===== config.mk =====
export PLATFORM = sky130hd
export DESIGN_NAME = ecc_syn_corrector
export DESIGN_NICKNAME = d
export VERILOG_FILES = /design/src/rtl/ecc_syn_pkg.sv /design/src/rtl/ecc_repack.sv /design/src/rtl/ecc_syn_stage.sv /design/src/rtl/ecc_syn_classify.sv /design/src/rtl/ecc_syn_corrector.sv
export SDC_FILE = /design/constraint.sdc
export NUM_CORES = 1
export LEC_CHECK = 0
export ABC_AREA = 1
export BUFFER_PORTS_ARGS = -buffer_cell sky130_fd_sc_hd__clkbuf_2
export CAP_MARGIN = 10
export CORE_MARGIN = 2
export CORE_UTILIZATION = 45
export DETAILED_ROUTE_END_ITERATION = 10
export PLACE_DENSITY = 0.68
export REMOVE_ABC_BUFFERS = 1
export SYNTH_ARGS = -nofsm -noshare
export SYNTH_HDL_FRONTEND = slang
export SYNTH_SLANG_ARGS = --single-unit

===== constraint.sdc =====
create_clock -name clk_i -period 2.3 [get_ports clk_i]
set_input_delay 0.575 -clock clk_i [delete_from_list [all_inputs] [get_ports clk_i]]
set_output_delay 0.575 -clock clk_i [all_outputs]
set_load 0.01 [all_outputs]

===== src/rtl/ecc_syn_pkg.sv =====
package ecc_syn_pkg;
  localparam int unsigned CODE_W   = 24;
  localparam int unsigned WORD_W   = 32;
  localparam int unsigned BIT_W    = 3;
  localparam int unsigned OFS_W    = 9;
  localparam int unsigned MASK_W   = 1 << BIT_W;
  localparam int unsigned BIT_LSB  = 16;
  localparam int unsigned OFS_LSB  = BIT_LSB + BIT_W;
  localparam int unsigned POP_W    = $clog2(WORD_W + 1);
  localparam int unsigned SINGLE_POP = 12;
  localparam logic [WORD_W-1:0] BLANK_WORD = 32'h0FFF_0FFF;

  typedef enum logic [1:0] {
    ST_CLEAN  = 2'b00,
    ST_FIXED  = 2'b01,
    ST_ECCBAD = 2'b10,
    ST_UNCORR = 2'b11
  } ecc_status_e;

  typedef struct packed {
    logic              vld;
    logic [WORD_W-1:0] syn;
    logic [POP_W-1:0]  pop;
    logic              blank;
  } syn_stage_t;
endpackage


===== src/rtl/ecc_repack.sv =====
module ecc_repack
  import ecc_syn_pkg::*;
(
  input  logic [CODE_W-1:0] code_i,
  output logic [WORD_W-1:0] word_o
);
  always_comb begin
    word_o        = '0;
    word_o[7:0]   = code_i[7:0];
    word_o[23:16] = code_i[15:8];
    word_o[11:8]  = code_i[19:16];
    word_o[27:24] = code_i[23:20];
  end
endmodule


===== src/rtl/ecc_syn_stage.sv =====
module ecc_syn_stage
  import ecc_syn_pkg::*;
(
  input  logic              clk_i,
  input  logic              rst_ni,
  input  logic              start_i,
  input  logic [WORD_W-1:0] stored_w_i,
  input  logic [WORD_W-1:0] calc_w_i,
  output syn_stage_t        stage_o
);
  syn_stage_t nxt;

  always_comb begin
    nxt.vld   = start_i;
    nxt.syn   = stored_w_i ^ calc_w_i;
    nxt.pop   = POP_W'($countones(nxt.syn));
    nxt.blank = (stored_w_i == BLANK_WORD) && (calc_w_i == '0);
  end

  always_ff @(posedge clk_i or negedge rst_ni) begin
    if (!rst_ni) stage_o <= '0;
    else         stage_o <= nxt;
  end

  a_r8_stage_follows_start: assert property (@(posedge clk_i) disable iff (!rst_ni)
    start_i |=> stage_o.vld);
endmodule


===== src/rtl/ecc_syn_classify.sv =====
module ecc_syn_classify
  import ecc_syn_pkg::*;
(
  input  logic              clk_i,
  input  logic              rst_ni,
  input  syn_stage_t        stage_i,
  output logic              done_o,
  output logic [1:0]        status_o,
  output logic              erased_o,
  output logic [OFS_W-1:0]  ofs_o,
  output logic [MASK_W-1:0] mask_o
);
  ecc_status_e       st_n;
  logic              er_n;
  logic [OFS_W-1:0]  ofs_n;
  logic [MASK_W-1:0] mask_n;
  logic [BIT_W-1:0]  bit_idx;

  assign bit_idx = stage_i.syn[BIT_LSB +: BIT_W];

  always_comb begin
    st_n   = ST_CLEAN;
    er_n   = 1'b0;
    ofs_n  = '0;
    mask_n = '0;
    if (stage_i.pop == POP_W'(SINGLE_POP)) begin
      st_n   = ST_FIXED;
      ofs_n  = stage_i.syn[OFS_LSB +: OFS_W];
      mask_n = MASK_W'(1) << bit_idx;
    end else if (stage_i.pop == POP_W'(1)) begin
      st_n = ST_ECCBAD;
    end else if (stage_i.pop != '0) begin
      if (stage_i.blank) er_n = 1'b1;
      else               st_n = ST_UNCORR;
    end
  end

  always_ff @(posedge clk_i or negedge rst_ni) begin
    if (!rst_ni) begin
      done_o   <= 1'b0;
      status_o <= '0;
      erased_o <= 1'b0;
      ofs_o    <= '0;
      mask_o   <= '0;
    end else begin
      done_o <= stage_i.vld;
      if (stage_i.vld) begin
        status_o <= st_n;
        erased_o <= er_n;
        ofs_o    <= ofs_n;
        mask_o   <= mask_n;
      end
    end
  end

  a_r7_zero_unless_fixed: assert property (@(posedge clk_i) disable iff (!rst_ni)
    (status_o != ST_FIXED) |-> (ofs_o == '0 && mask_o == '0));
  a_r3_mask_onehot: assert property (@(posedge clk_i) disable iff (!rst_ni)
    (status_o == ST_FIXED) |-> $onehot(mask_o));
  a_r5_erased_is_clean: assert property (@(posedge clk_i) disable iff (!rst_ni)
    erased_o |-> (status_o == ST_CLEAN));
endmodule


===== src/rtl/ecc_syn_corrector.sv =====
module ecc_syn_corrector
  import ecc_syn_pkg::*;
(
  input  logic              clk_i,
  input  logic              rst_ni,
  input  logic              start_i,
  input  logic [CODE_W-1:0] stored_ecc_i,
  input  logic [CODE_W-1:0] calc_ecc_i,
  output logic              done_o,
  output logic [1:0]        status_o,
  output logic              erased_o,
  output logic [OFS_W-1:0]  fix_ofs_o,
  output logic [MASK_W-1:0] fix_mask_o
);
  logic [CODE_W-1:0] codes [2];
  logic [WORD_W-1:0] words [2];
  syn_stage_t        stage;

  assign codes[0] = stored_ecc_i;
  assign codes[1] = calc_ecc_i;

  for (genvar g = 0; g < 2; g++) begin : g_repack
    ecc_repack u_repack (.code_i(codes[g]), .word_o(words[g]));
  end

  ecc_syn_stage u_stage (
    .clk_i, .rst_ni, .start_i,
    .stored_w_i(words[0]), .calc_w_i(words[1]), .stage_o(stage)
  );

  ecc_syn_classify u_cls (
    .clk_i, .rst_ni, .stage_i(stage),
    .done_o, .status_o, .erased_o, .ofs_o(fix_ofs_o), .mask_o(fix_mask_o)
  );

  a_r8_done_latency: assert property (@(posedge clk_i) disable iff (!rst_ni)
    start_i |=> ##1 done_o);
  a_r8_no_spurious_done: assert property (@(posedge clk_i) disable iff (!rst_ni)
    (!start_i && !stage.vld) |=> ##1 !done_o);
endmodule


==> results.txt <==
Final setup vio count: 6
Chip width: 81.0 microns
Grt total ovfl: 0
Yosys reg bits: 41
Pleak: 1.94 nW
Sink Count: 41
Final core occ: 0.626
RSZ-0062 raised after global routing: true
Port Buffers: 71
Synth Warn #: 0
Delay-heaviest family, CP: adder cells
Max-slew headroom: 0.505
Min cycle time layout: 4.27 ns
Multi-input gate area: 1630 sq um
Synth cell types: 23
CTS tree: yes
Critical Path Start: stored_ecc_i[3]
Status: complete, but fails checks
Root Buffer: clkbuf_8
1st-pass router iterations: 4
Drt via density: 4.56
CP cell instances: buf_6 -> xor2_1 -> ha_1 -> inv_2 -> fa_2 -> inv_2 -> fa_1 -> fa_2 -> fa_2 -> fa_1 -> ha_4 -> buf_4 -> buf_6 -> buf_6 -> nand3_2 -> nand2_2 -> xnor2_2
Sequential share of the synthesized area: 0.384
I/O pins: 72
Critical Path Stages: 17
Failing checks: setup timing
Main area contributors after synthesis: dfrtp_1 38%, fa_1 14%, nand2_1 10%, ha_1 9.8%, xor2_1 7.9%
Num CTS Buffers: 5
CP Data Required Time: 2.48 ns
Count of final hold-check violations: 0
Die height: 81.0 microns
Slowest stage cell on the critical path: fa_2
Initial Util: 0.459
Clk_lat worst skew: 0.29 ns
Worst hold path type: in2async
Routability-driven placement congestion ratio: 0.827
Max Cap Viol: 0
Crit path DAT: 4.45 ns
RR Endpoint: u_cls.mask_o[4]
Largest net degree at the start of global routing: 32
Slew Viols, Final: 0
Number of global-route vias before repair: 2022
Critical path class: in2reg
GRT Util Overall: 0.169
WL per Instance: 11.6 microns
Fillers: 523
DRT Wirelength: 5230 microns
Core Box Area: 5820 sq um
Reg2reg setup slack: 1.07 ns
CTS Hold Bufs: 0
Area occupied by registers: 1030 sq um
First-pass GRT wire length: 8430 microns
FP Rows: 28
Area leader, netlist: dfrtp_1
Fin nets: 467
Syn-to-layout area delta: 36.4%
Synth Cell Area: 2670 sq um
Initial antenna violation count: 0
Vias post-DR: 2063
Fmax: 234 MHz
# DRC: 0
Worst-margin pin slew: 0.742 ns
Area share of the largest cell type after synthesis: 0.384
Final worst-path cycle share: 1.86
Final worst setup slack: -1.97 ns
Final HPWL DP: 4250 microns
R2R depth: 4
Worst path bufs/invs: 6
Longest Clk Path Bufs: 2
Peak supply drop: 1.17 mV
Setup skew after layout: 0.0102 ns
Power Total: 4.91 mW
Most common cell after layout, fill and taps aside: nand2_1
Critical Path End Type: flip-flop
Cell Pwr Density: 1350 nW/um^2
Most frequent cells in the layout: 70 x nand2_1, 59 x clkbuf_2, 41 x inv_1, 41 x dfrtp_1, 19 x nor2_1
Critical path launch point type: input port
Worst Setup EP: u_stage.stage_o[5]
Reg2reg start: u_stage.stage_o[39]
N_diodes: 0
Post-Synthesis Cells: 282
Max stage delay on crit path: 0.56 ns
Post-DRT Antenna Nets: 0
Htree depth: 2
Share of cells above drive strength 1: 0.377
Syn Area/Cell: 9.46 sq um
Reg clk slew, reported paths: 0.09 ns
Die Footprint: 6560 sq um
Max FO, Critical Path: 2
DR iter-0 viols: 32
==> metrics by stage <==
stage / hold WS, ns / area (sq um) / TNS [ns] / std cells / setup WS, ns
2_1_floorplan: 0.279 / 2640 / -10.96 / 280 / -2.15
3_3_place_gp: 0.423 / 3190 / -12.49 / 439 / -2.40
3_5_place_dp: 0.427 / 3190 / -13.01 / 439 / -2.49
4_1_cts: 0.342 / 3500 / -10.54 / 451 / -2.01
5_1_grt: 0.369 / 3640 / -10.89 / 452 / -2.09
6_report: 0.331 / 3640 / -10.36 / 452 / -1.97
==> cell usage after synthesis, drive strengths merged <==
| cell | n |
|---|---|
| a21oi | 3 |
| inv | 55 |
| xnor2 | 2 |
| nand2 | 72 |
| xor2 | 24 |
| nor2 | 22 |
| buf | 2 |
| nand3 | 8 |
| o31ai | 6 |
| o21ai | 3 |
| o21bai | 1 |
| dfrtp | 41 |
| ha | 21 |
| fa | 19 |
| nand4 | 3 |
==> kinds of logic after synthesis <==
family / after synthesis / share of synthesized area
AND/OR/NAND/NOR: 105 / 0.170
buffers and inverters: 57 / 0.0872
flip-flops: 41 / 0.384
adder cells (fa/ha/maj): 40 / 0.241
XOR/XNOR: 26 / 0.0853
AO/OA/AOI/OAI: 13 / 0.0323
==> cell type report <==
cell class,count,share of cell area
Multi-Input combinational cell,184,0.447
Sequential cell,41,0.282
Timing Repair Buffer,89,0.157
Inverter,55,0.0567
Tap cell,75,0.0258
Clock buffer,5,0.0189
Clock inverter,3,0.0127
==> layer usage <==
layer,vias to the layer above,global-route usage,wire (microns)
li1,1035,-,-
met1,958,0.200,2200
met2,65,0.308,2640
met3,5,0.0389,339
met4,0,0.0458,53
met5,-,0,0
==> timing repair <==
item | in CTS | in global routing
setup buffers | 5 | 2
endpoints found under the hold margin | 0 | 0
gates resized for setup | 26 | 38
endpoints found under the setup margin | 6 | 6
pin swaps | 17 | 23
==> how the worst min path moves through the flow <==
stage,slack (ns),endpoint,start
2_1_floorplan,0.28,u_cls.done_o,rst_ni
3_3_place_gp,0.42,u_cls.ofs_o[2],u_stage.stage_o[28]
3_5_place_dp,0.43,u_cls.ofs_o[4],u_stage.stage_o[30]
4_1_cts,0.34,u_stage.stage_o[0],rst_ni
5_1_grt,0.37,u_stage.stage_o[34],rst_ni
6_report,0.33,u_stage.stage_o[0],rst_ni
==> report_power, final <==
part / switching (mW) / total (mW) / internal [mW]
Sequential: 0.0626 / 0.953 / 0.890
Clock: 0.250 / 0.574 / 0.325
Combinational: 1.62 / 3.39 / 1.77
Total: 1.93 / 4.91 / 2.98
==> flip-flops by register name (all words and copies together) (netlist names) <==
signal           flops
u_cls.mask_o         8
u_cls.status_o       2
u_cls.done_o         1
u_cls.erased_o       1
u_stage.stage_o     20
u_cls.ofs_o          9
No activity file was read; power rests on OpenSTA's default activity.
